## config.mk

```make
export PLATFORM = sky130hd
export DESIGN_NAME = ep_irq_flags
export DESIGN_NICKNAME = d
export VERILOG_FILES = /design/src/rtl/ep_irq_pkg.sv /design/src/rtl/ep_flag_cell.sv /design/src/rtl/ep_reg_port.sv /design/src/rtl/ep_irq_flags.sv
export SDC_FILE = /design/constraint.sdc
export NUM_CORES = 1
export LEC_CHECK = 0
export ABC_CLOCK_PERIOD_IN_PS = 1400
export BUFFER_PORTS_ARGS = -buffer_cell sky130_fd_sc_hd__buf_2
export CAP_MARGIN = 20
export CORE_MARGIN = 5
export CORE_UTILIZATION = 51
export DETAILED_ROUTE_END_ITERATION = 6
export GPL_ROUTABILITY_DRIVEN = 0
export MAX_ROUTING_LAYER = met4
export PLACE_DENSITY = 0.81
export SYNTH_ARGS = -nofsm -noshare
export SYNTH_HDL_FRONTEND = slang
export SYNTH_SLANG_ARGS = --single-unit
```

## constraint.sdc

```tcl
create_clock -name clk_i -period 1.4 [get_ports clk_i]
set_input_delay 0.35 -clock clk_i [delete_from_list [all_inputs] [get_ports clk_i]]
set_output_delay 0.35 -clock clk_i [all_outputs]
set_load 0.005 [all_outputs]
```

## src/rtl/ep_irq_pkg.sv

```systemverilog
package ep_irq_pkg;
  typedef enum logic [1:0] {
    EP_CTRL = 2'b00,
    EP_ISO  = 2'b01,
    EP_BULK = 2'b10,
    EP_INTR = 2'b11
  } ep_kind_e;

  localparam int NFLAG     = 6;
  localparam int F_NAKIN   = 0;
  localparam int F_NAKOUT  = 1;
  localparam int F_SHARED  = 2;
  localparam int F_RXOUT   = 3;
  localparam int F_HBFLUSH = 4;
  localparam int F_HBUNDER = 5;

  localparam int ADDR_W = 2;
  localparam logic [ADDR_W-1:0] OFS_STAT = 2'd0;
  localparam logic [ADDR_W-1:0] OFS_CLR  = 2'd1;
  localparam logic [ADDR_W-1:0] OFS_EN   = 2'd2;
endpackage

```

## src/rtl/ep_flag_cell.sv

```systemverilog
module ep_flag_cell (
  input  logic clk_i,
  input  logic rst_ni,
  input  logic set_i,
  input  logic clr_i,
  input  logic hold_clr_i,
  output logic flag_o
);
  logic flag_d, flag_q;

  // priority: forced clear, then event, then acknowledge
  always_comb begin
    flag_d = flag_q;
    if (hold_clr_i)  flag_d = 1'b0;
    else if (set_i)  flag_d = 1'b1;
    else if (clr_i)  flag_d = 1'b0;
  end

  always_ff @(posedge clk_i or negedge rst_ni) begin
    if (!rst_ni) flag_q <= 1'b0;
    else         flag_q <= flag_d;
  end

  assign flag_o = flag_q;
endmodule

```

## src/rtl/ep_reg_port.sv

```systemverilog
module ep_reg_port
  import ep_irq_pkg::*;
(
  input  logic              clk_i,
  input  logic              rst_ni,
  input  logic              req_valid_i,
  input  logic              req_write_i,
  input  logic [ADDR_W-1:0] req_addr_i,
  input  logic [NFLAG-1:0]  req_wdata_i,
  input  logic [NFLAG-1:0]  status_i,
  output logic              req_ready_o,
  output logic [NFLAG-1:0]  clr_o,
  output logic [NFLAG-1:0]  en_o,
  output logic              rsp_valid_o,
  output logic [NFLAG-1:0]  rsp_data_o
);
  logic             wr_go, rd_go;
  logic             en_ce;
  logic [NFLAG-1:0] en_d, en_q;
  logic             rsp_valid_d, rsp_valid_q;
  logic [NFLAG-1:0] rsp_data_d, rsp_data_q;

  assign req_ready_o = 1'b1;
  assign wr_go = req_valid_i &  req_write_i;
  assign rd_go = req_valid_i & ~req_write_i;

  always_comb begin
    clr_o = '0;
    if (wr_go && req_addr_i == OFS_CLR) clr_o = req_wdata_i;
  end

  assign en_ce = wr_go && (req_addr_i == OFS_EN);
  assign en_d  = req_wdata_i;

  always_comb begin
    rsp_valid_d = rd_go;
    rsp_data_d  = '0;
    if (rd_go) begin
      case (req_addr_i)
        OFS_STAT: rsp_data_d = status_i;
        OFS_EN:   rsp_data_d = en_q;
        default:  rsp_data_d = '0;
      endcase
    end
  end

  always_ff @(posedge clk_i or negedge rst_ni) begin
    if (!rst_ni) begin
      en_q        <= '0;
      rsp_valid_q <= 1'b0;
      rsp_data_q  <= '0;
    end else begin
      if (en_ce) en_q <= en_d;
      rsp_valid_q <= rsp_valid_d;
      rsp_data_q  <= rsp_data_d;
    end
  end

  assign en_o        = en_q;
  assign rsp_valid_o = rsp_valid_q;
  assign rsp_data_o  = rsp_data_q;
endmodule

```

## src/rtl/ep_irq_flags.sv

```systemverilog
module ep_irq_flags
  import ep_irq_pkg::*;
#(
  parameter int SYNC_STAGES = 2
) (
  input  logic              clk_i,
  input  logic              rst_ni,
  input  logic [1:0]        ep_type_i,
  input  logic              ev_nak_in_i,
  input  logic              ev_nak_out_i,
  input  logic              ev_underflow_i,
  input  logic              ev_setup_i,
  input  logic              ev_rx_out_i,
  input  logic              ev_hb_flush_i,
  input  logic              ev_hb_underrun_i,
  input  logic              req_valid_i,
  output logic              req_ready_o,
  input  logic              req_write_i,
  input  logic [ADDR_W-1:0] req_addr_i,
  input  logic [NFLAG-1:0]  req_wdata_i,
  output logic              rsp_valid_o,
  output logic [NFLAG-1:0]  rsp_data_o,
  output logic              irq_o,
  output logic              bank_free_o
);
  // reset: asserted asynchronously, released after SYNC_STAGES edges
  logic [SYNC_STAGES-1:0] sync_q;
  logic                   rst_sync_n;

  always_ff @(posedge clk_i or negedge rst_ni) begin
    if (!rst_ni) sync_q <= '0;
    else         sync_q <= {sync_q[SYNC_STAGES-2:0], 1'b1};
  end
  assign rst_sync_n = sync_q[SYNC_STAGES-1];

  logic             is_ctrl, is_iso, is_bulkint;
  logic [NFLAG-1:0] set_vec, hold_vec, clr_vec, flag_q, en_q;
  logic             bank_d, bank_q;

  assign is_ctrl    = (ep_type_i == EP_CTRL);
  assign is_iso     = (ep_type_i == EP_ISO);
  assign is_bulkint = (ep_type_i == EP_BULK) || (ep_type_i == EP_INTR);

  always_comb begin
    set_vec            = '0;
    set_vec[F_NAKIN]   = ev_nak_in_i;
    set_vec[F_NAKOUT]  = ev_nak_out_i;
    set_vec[F_SHARED]  = (is_ctrl & ev_setup_i) | (is_iso & ev_underflow_i);
    set_vec[F_RXOUT]   = ev_rx_out_i;
    set_vec[F_HBFLUSH] = ev_hb_flush_i;
    set_vec[F_HBUNDER] = ev_hb_underrun_i;
    hold_vec           = '0;
    hold_vec[F_SHARED] = is_bulkint;
  end

  ep_reg_port u_port (
    .clk_i       (clk_i),
    .rst_ni      (rst_sync_n),
    .req_valid_i (req_valid_i),
    .req_write_i (req_write_i),
    .req_addr_i  (req_addr_i),
    .req_wdata_i (req_wdata_i),
    .status_i    (flag_q),
    .req_ready_o (req_ready_o),
    .clr_o       (clr_vec),
    .en_o        (en_q),
    .rsp_valid_o (rsp_valid_o),
    .rsp_data_o  (rsp_data_o)
  );

  for (genvar i = 0; i < NFLAG; i++) begin : g_flag
    ep_flag_cell u_cell (
      .clk_i      (clk_i),
      .rst_ni     (rst_sync_n),
      .set_i      (set_vec[i]),
      .clr_i      (clr_vec[i]),
      .hold_clr_i (hold_vec[i]),
      .flag_o     (flag_q[i])
    );
  end

  // acknowledging a pending SETUP or OUT-data flag releases the bank
  assign bank_d = is_ctrl & ((clr_vec[F_SHARED] & flag_q[F_SHARED]) |
                             (clr_vec[F_RXOUT]  & flag_q[F_RXOUT]));

  always_ff @(posedge clk_i or negedge rst_sync_n) begin
    if (!rst_sync_n) bank_q <= 1'b0;
    else             bank_q <= bank_d;
  end

  assign bank_free_o = bank_q;
  assign irq_o       = |(flag_q & en_q);
endmodule

```

Yosys cells after proc, flatten, opt, wreduce, memory -nomap -nowiden. Index checks and enable logic that the tools add are counted. W data, S select, Z words.

Bits in registers: 22. Word-level logic and storage cells: 55. ROM bits: 0. Latch bits: 0. Memories: 0. RAM bits: 0. Output and inout bits: 10.

Add/sub/neg operators: 0. Magnitude comparators: 0. Equal/unequal tests: 5. Muxes and demuxes: 16. Bitwise gates (word level): 11. Reduce and logical (&&, ||, !) cells: 12. Divide/modulo/power cells: 0. Multiply operators: 0. Shifts and indexed selects: 0.

Operators with widths (number): $mux W1 (13); $mux W6 (2); $pmux W6 S2 (1); $reduce_bool A2 Y1 (5); $and A1 B1 Y1 (7); $and A6 B6 Y6 (1); $eq A2 B2 Y1 const B (3); $reduce_or A6 Y1 (1); $eq A2 B1 Y1 const B (2); $logic_not A2 Y1 (2); $reduce_bool A3 Y1 (1); $logic_and A1 B1 Y1 (2); $or A1 B1 Y1 (2); $logic_or A1 B1 Y1 (1); $not A1 Y1 (1).

Longest topological paths before layout. Gate-level depths: netlist (run 1).

Word-level depth: 6. Mapped depth: 4.

Modules after synthesis. From an unflattened synthesis (run 1), not the netlist that was laid out.

Cells, all modules: 85. Area, all modules: 989.7 sq um.

Modules (own cells, without submodules): ep_reg_port (times used 1, area each 586.8 sq um, cells an instance 47, seq. area each 325.3 sq um); ep_flag_cell (times used 6, area each 43.8 sq um, cells an instance 4, seq. area each 25.0 sq um); ep_irq_flags (times used 1, area each 140.1 sq um, cells an instance 14, seq. area each 75.1 sq um).

Worst setup path before layout (run 1). No wires, ideal clock.

Path type: input -> register. Start point: input port req_addr_i[1]. End point: register g_flag[0].u_cell.flag_q. Cell stages on the path: 4. Arrival time: 0.999 ns. Path buffers: 1. Setup time: 0.118 ns. Data required time: 1.282 ns. Path slack: 0.283 ns. Cell sequence: buf_6 > and4b_2 > nand2_1 > a21o_1.

Cells in the longest elaborated chain, start to end: 4.

RTL lines: start: declaration (line ep_irq_flags.sv:19) `input logic [ADDR_W-1:0] req_addr_i,`; $eq A2 B1 Y1 (line ep_reg_port.sv:29) `if (wr_go && req_addr_i == OFS_CLR) clr_o = req_wdata_i;`; $logic_and A1 B1 Y1 (line ep_reg_port.sv:29); $mux W6 (line ep_reg_port.sv:29); $reduce_bool A2 Y1 (no source line); end signal: assignment (line ep_flag_cell.sv:21) `else flag_q <= flag_d;`; end: declaration (line ep_flag_cell.sv:9) `logic flag_d, flag_q;`.

Every way passes these cells. A chain may end at the register's enable or synchronous reset.

Final worst setup path (run 1).
Start point: register g_flag[3].u_cell.flag_q. End point: output port irq_o.

Cells in the longest elaborated chain, start to end: 2.

RTL lines: start: declaration (line ep_flag_cell.sv:9); start signal: assignment (line ep_flag_cell.sv:21); $and A6 B6 Y6 (line ep_irq_flags.sv:92) `assign irq_o = |(flag_q & en_q);`; $reduce_or A6 Y1 (line ep_irq_flags.sv:92); end: declaration (line ep_irq_flags.sv:23) `output logic irq_o,`.

Every way passes these cells.

==> results.json, run 1 <==
{
  "clock_skew_ns": 0.00114,
  "cp-end-kind": "output port",
  "die_w_um": 52.0,
  "hold_viol": 0,
  "synth-seq-area-share": 0.613,
  "min_period_over_period": 1.04,
  "critPathMaxStageDelay_ns": 0.41,
  "postLayoutCoreUtil": 0.690,
  "cp_cell_sequence": "a22oi_2, nand3_1, buf_2",
  "cts_tree": "built",
  "p_per_area_nw_per_um2": 1080,
  "rows": 15,
  "drv_cap": 0,
  "die_h_um": 52.0,
  "hold_class": "register to asynchronous set/reset pin",
  "start_util": 0.526,
  "slew_violations": 0,
  "fin_nets": 133,
  "grt_pass1_wl_um": 2960,
  "drt_wl_total_um": 1800,
  "dr.pass1.iters": 4,
  "die_area_um2": 2700,
  "design_area_um2": 1180,
  "max_freq_mhz": 685,
  "cp_max_fo": 2,
  "grt_usage": 0.152,
  "setup_ws_ns": -0.0594,
  "wl_per_cell_um": 13.2,
  "critPathArrivalTime_ns": 1.11,
  "top_level_ports": 31,
  "p_leak_nw": 0.599,
  "whs_ns": 0.202,
  "io_buffer_count": 29,
  "clk_pin_slew_ns": 0.11,
  "final_cell_mix": "29 x buf_2, 22 x dfrtp_1, 9 x buf_4",
  "drc_errors": 0,
  "rsz0062_at_grt": "true",
  "cts_buffers": 3,
  "cts_buffer_depth": 2,
  "grt_start_max_net_pins": 21,
  "grt.overflow.total": 0,
  "yosysTopAreaCell": "dfrtp_1",
  "clk_latency_ns": 0.29,
  "drtAntennaViolNets": 0,
  "finalCriticalPeriod_ns": 1.46,
  "worstPathRequired_ns": 1.05,
  "vias": 680,
  "synth.distinct_cells": 20,
  "avgSynthCellArea_um2": 13.0,
  "path_class": "register to output port",
  "grt_pass1_vias": 680,
  "netlist_instances": 69,
  "drive_gt1_frac": 0.450,
  "worst-path-buf-inv": 1,
  "ys_warn_count": 0,
  "finalPower_mw": 1.27,
  "syn_area_um2": 898,
  "final_common_cell": "buf_2",
  "crit_slowest_cell": "dfrtp_1",
  "setup_violations": 1,
  "via_per_inst": 5.00,
  "dp.final_hpwl_um": 1310,
  "ys_top_cells_by_area": "dfrtp_1 61%, mux2i_1 7.8%, mux2_2 6.3%, a21o_1 4.2%, a22oi_1 3.3%",
  "tns_ns": -0.0594,
  "drtIter0Drc": 13,
  "ys_seq_elements": 22,
  "max-vdd-ir-drop_uv": 656,
  "status": "finished with violations",
  "yosysTopAreaCellShare": 0.613,
  "coreArea_um2": 1710,
  "cts-root-buf": "clkbuf_4",
  "diodes": 0,
  "area_growth_pct": 31.2,
  "violations": "setup timing",
  "worstSetupStartpointType": "register",
  "antenna_found_initial": 0,
  "placed_area_um2": 1080,
  "fillerInstances": 135,
  "clock_sinks": 22,
  "path_delay_family": "flip-flops",
  "cts_max_level": 1
}
==> worst register-to-register path, cell delays in order, from the launching register on <==
cell,delay (ns)
dfrtp_1,0.42
buf_4,0.15
mux2_2,0.25
==> sequential cells by signal, indices dropped and copies added (netlist names) <==
name,count
g_flag.u_cell.flag_o,6
bank_free_o,1
u_port.en_o,6
u_port.rsp_data_o,6
u_port.rsp_valid_o,1
sync_q,2
==> repair_timing <==
action | in CTS | in global routing
pin swaps | 0 | 0
buffers inserted | 6 | 0
resized for setup | 0 | 1
endpoints found under the setup margin | 1 | 1
hold buffers | 1 | 0
endpoints found under the hold margin | 2 | 0
==> stage by stage <==
| stage | cells | worst slack (ns) |
|---|---|---|
| after CTS | 136 | -0.0790 |
| after detailed placement | 125 | 0.188 |
| after global placement | 125 | 0.197 |
| final | 136 | -0.0594 |
| after floorplan | 70 | 0.283 |
| after global routing | 136 | -0.141 |
==> worst paths after layout <==
check,from,to,slack [ns],depth (start not counted)
min in group clk_i,ep_type_i[1],g_flag[2].u_cell.flag_o$_DFFE_PN0P_,0.22,2
min,sync_q[1]$_DFF_PN0_,u_port.en_o[3]$_DFFE_PN0P_,0.20,1
max reg2reg,u_port.en_o[3]$_DFFE_PN0P_,u_port.en_o[3]$_DFFE_PN0P_,0.48,2
max,g_flag[3].u_cell.flag_o$_DFFE_PN0P_,irq_o,-0.06,3
min reg2reg,sync_q[1]$_DFF_PN0_,u_port.en_o[3]$_DFFE_PN0P_,0.20,1
max in group asynchronous,rst_ni,sync_q[0]$_DFF_PN0_,0.97,2
==> final cells by class <==
class	instances	area, um^2	share of cell area
sequential	22	551	0.467
multi-input combinational	45	334	0.283
timing repair buffer	39	223	0.189
clock buffer	4	36.3	0.0308
tap	25	31.3	0.0265
inverter	1	3.75	0.00318
==> logic make-up after synthesis <==
group                  Yosys count  synth area share
multiplexers                    12             0.141
AO/OA/AOI/OAI                   12            0.0919
AND/OR/NAND/NOR                 19             0.125
other                            1           0.00417
buffers and inverters            3            0.0251
flip-flops                      22             0.613
==> power breakdown <==
group          internal [mW]  leakage, nW  switching (mW)
registers              0.689        0.262          0.0361
clock network          0.158       0.0210           0.175
logic                  0.121        0.316          0.0902
==> metal layers <==
metal  track usage  part of all wire  vias up
li1              -                 -      326
met1         0.190              0.44      331
met2         0.243              0.49       21
met3        0.0315             0.065        2
met4        0.0524            0.0056        0
met5             -                 0        -
==> synth_stat cells <==
cell / count
a21o_1: 5
a21oi_1: 1
a22oi_1: 4
and4b_2: 1
buf_4: 1
buf_6: 1
conb_1: 1
dfrtp_1: 22
inv_1: 1
mux2_2: 5
mux2i_1: 7
nand2_1: 6
nand2b_1: 1
nand3_1: 1
nand4b_1: 1
nand4b_4: 1
nor2_1: 6
nor2b_1: 1
nor4_1: 1
o21ai_0: 2
Power figures use the tool's default switching activity.
==> run 2, diff against run 1 <==
==> constraint.sdc (replaced) <==
create_clock -name clk_i -period 1.4 [get_ports clk_i]
set_input_delay 0.28 -clock clk_i [delete_from_list [all_inputs] [get_ports clk_i]]
set_output_delay 0.28 -clock clk_i [all_outputs]
set_load 0.005 [all_outputs]
==> run 2 against run 1 <==
The flow now finishes without violations. Largest cell class unchanged. Final area decreased by 3.3%. Combinational power decreased by 9%. Non-clock buffer count decreased by 4. Fmax increased by 5.1%. Cell count decreased by 3.7%. Clock power decreased by 21%. Setup slack improved by 0.071 ns.
==> results.json, run 2 (synthesis gave the netlist of run 1 again) <==
{
  "setup_violations": 0,
  "regArea_um2": 551,
  "grt_pass1_vias": 676,
  "grt_pass1_wl_um": 2970,
  "die_area_um2": 2700,
  "critPathArrivalTime_ns": 1.11,
  "slew_violations": 0,
  "status": "completed",
  "clock_sinks": 22,
  "path_class": "register to output port",
  "cp-end-kind": "output port",
  "cts_tree": "built",
  "drt_wl_total_um": 1740,
  "worstPathRequired_ns": 1.12,
  "clk_pin_slew_ns": 0.11,
  "multi_input_area_um2": 339,
  "hold_class": "input pin to register",
  "grt_usage": 0.152,
  "drv_cap": 0,
  "cts_buffers": 3,
  "finalPower_mw": 1.19,
  "setup_ws_ns": 0.0119,
  "start_util": 0.526,
  "cts_max_level": 1,
  "drtIter0Drc": 10,
  "p_per_area_nw_per_um2": 1040,
  "clk_latency_ns": 0.29,
  "p_leak_nw": 0.573,
  "dp_slack_ns": 0.193,
  "rsz0062_at_grt": "true",
  "vias": 668,
  "antenna_found_initial": 0,
  "final_cell_mix": "29 x buf_2, 22 x dfrtp_1, 7 x mux2i_1",
  "max_freq_mhz": 720,
  "cts-root-buf": "clkbuf_4",
  "hold_viol": 0,
  "clock_skew_ns": 0.00306,
  "worstSetupStartpointType": "register",
  "drc_errors": 0,
  "drive_gt1_frac": 0.434,
  "via_per_inst": 5.10,
  "rows": 15,
  "postLayoutCoreUtil": 0.667,
  "dp.final_hpwl_um": 1360,
  "fillerInstances": 129,
  "die_h_um": 52.0,
  "wl_per_cell_um": 13.3,
  "drtAntennaViolNets": 0,
  "area_growth_pct": 26.9,
  "top_level_ports": 31,
  "grt_start_max_net_pins": 21,
  "max-vdd-ir-drop_uv": 590,
  "die_w_um": 52.0,
  "whs_ns": 0.146,
  "dr.pass1.iters": 4,
  "grt.overflow.total": 0,
  "fin_nets": 129,
  "placed_area_um2": 1070,
  "io_buffer_count": 29,
  "design_area_um2": 1140,
  "cts_buffer_depth": 2,
  "coreArea_um2": 1710,
  "final_common_cell": "buf_2",
  "min_period_over_period": 0.991,
  "diodes": 0,
  "finalCriticalPeriod_ns": 1.39,
  "cp_max_fo": 4
}
## run 2: per-stage QoR
step	instances	setup TNS, ns
2_1_floorplan	70	0
3_3_place_gp	123	0
3_5_place_dp	123	0
4_1_cts	131	-0.00149
5_1_grt	131	-0.0866
6_report	131	0
## run 2: final cells by class
cell class,instances,area share
inverters,1,0.00329
repair buffers,35,0.169
clock buffers,3,0.0198
well taps,25,0.0274
multi-input cells,45,0.297
flip-flops and latches,22,0.483
## run 2: path summary, 6_finish.rpt
path	from	end	slack (ns)	cells past startpoint
max in group asynchronous	sync_q[1]$_DFF_PN0_	g_flag[1].u_cell.flag_o$_DFFE_PN0P_	1.00	1
max	g_flag[2].u_cell.flag_o$_DFFE_PN0P_	irq_o	0.01	3
max reg2reg	g_flag[3].u_cell.flag_o$_DFFE_PN0P_	bank_free_o$_DFF_PN0_	0.45	3
min	ep_type_i[1]	g_flag[2].u_cell.flag_o$_DFFE_PN0P_	0.15	2
min reg2reg	sync_q[1]$_DFF_PN0_	g_flag[3].u_cell.flag_o$_DFFE_PN0P_	0.20	1
min in group asynchronous	sync_q[1]$_DFF_PN0_	g_flag[3].u_cell.flag_o$_DFFE_PN0P_	0.20	1
## run 2: timing repair
action,CTS,global route
pin swaps,1,0
hold endpoints to repair,2,0
gates resized for setup,1,1
buffers inserted,4,0
setup endpoints to repair,1,1
cloned,0,0
hold buffers,1,0
## run 2: per-layer routing
layer | global-route usage | wire (um) | vias up
met5 | - | 0 | -
met1 | 0.178 | 651 | 325
met3 | 0.0315 | 115 | 2
met2 | 0.262 | 965 | 24
met4 | 0.0480 | 10 | 0
li1 | - | - | 317
## run 2: worst max-delay path, stage by stage (launching register included)
cell and delay, ns:
dfrtp_1 0.43, a22oi_2 0.17, nand3_1 0.08, buf_2 0.13
## run 2: report_power, final
part / switching, mW / leakage [nW] / internal (mW) / total (mW)
clock: 0.162 / 0.0138 / 0.0999 / 0.262
combinational: 0.0825 / 0.297 / 0.110 / 0.192
sequential: 0.0417 / 0.262 / 0.689 / 0.731
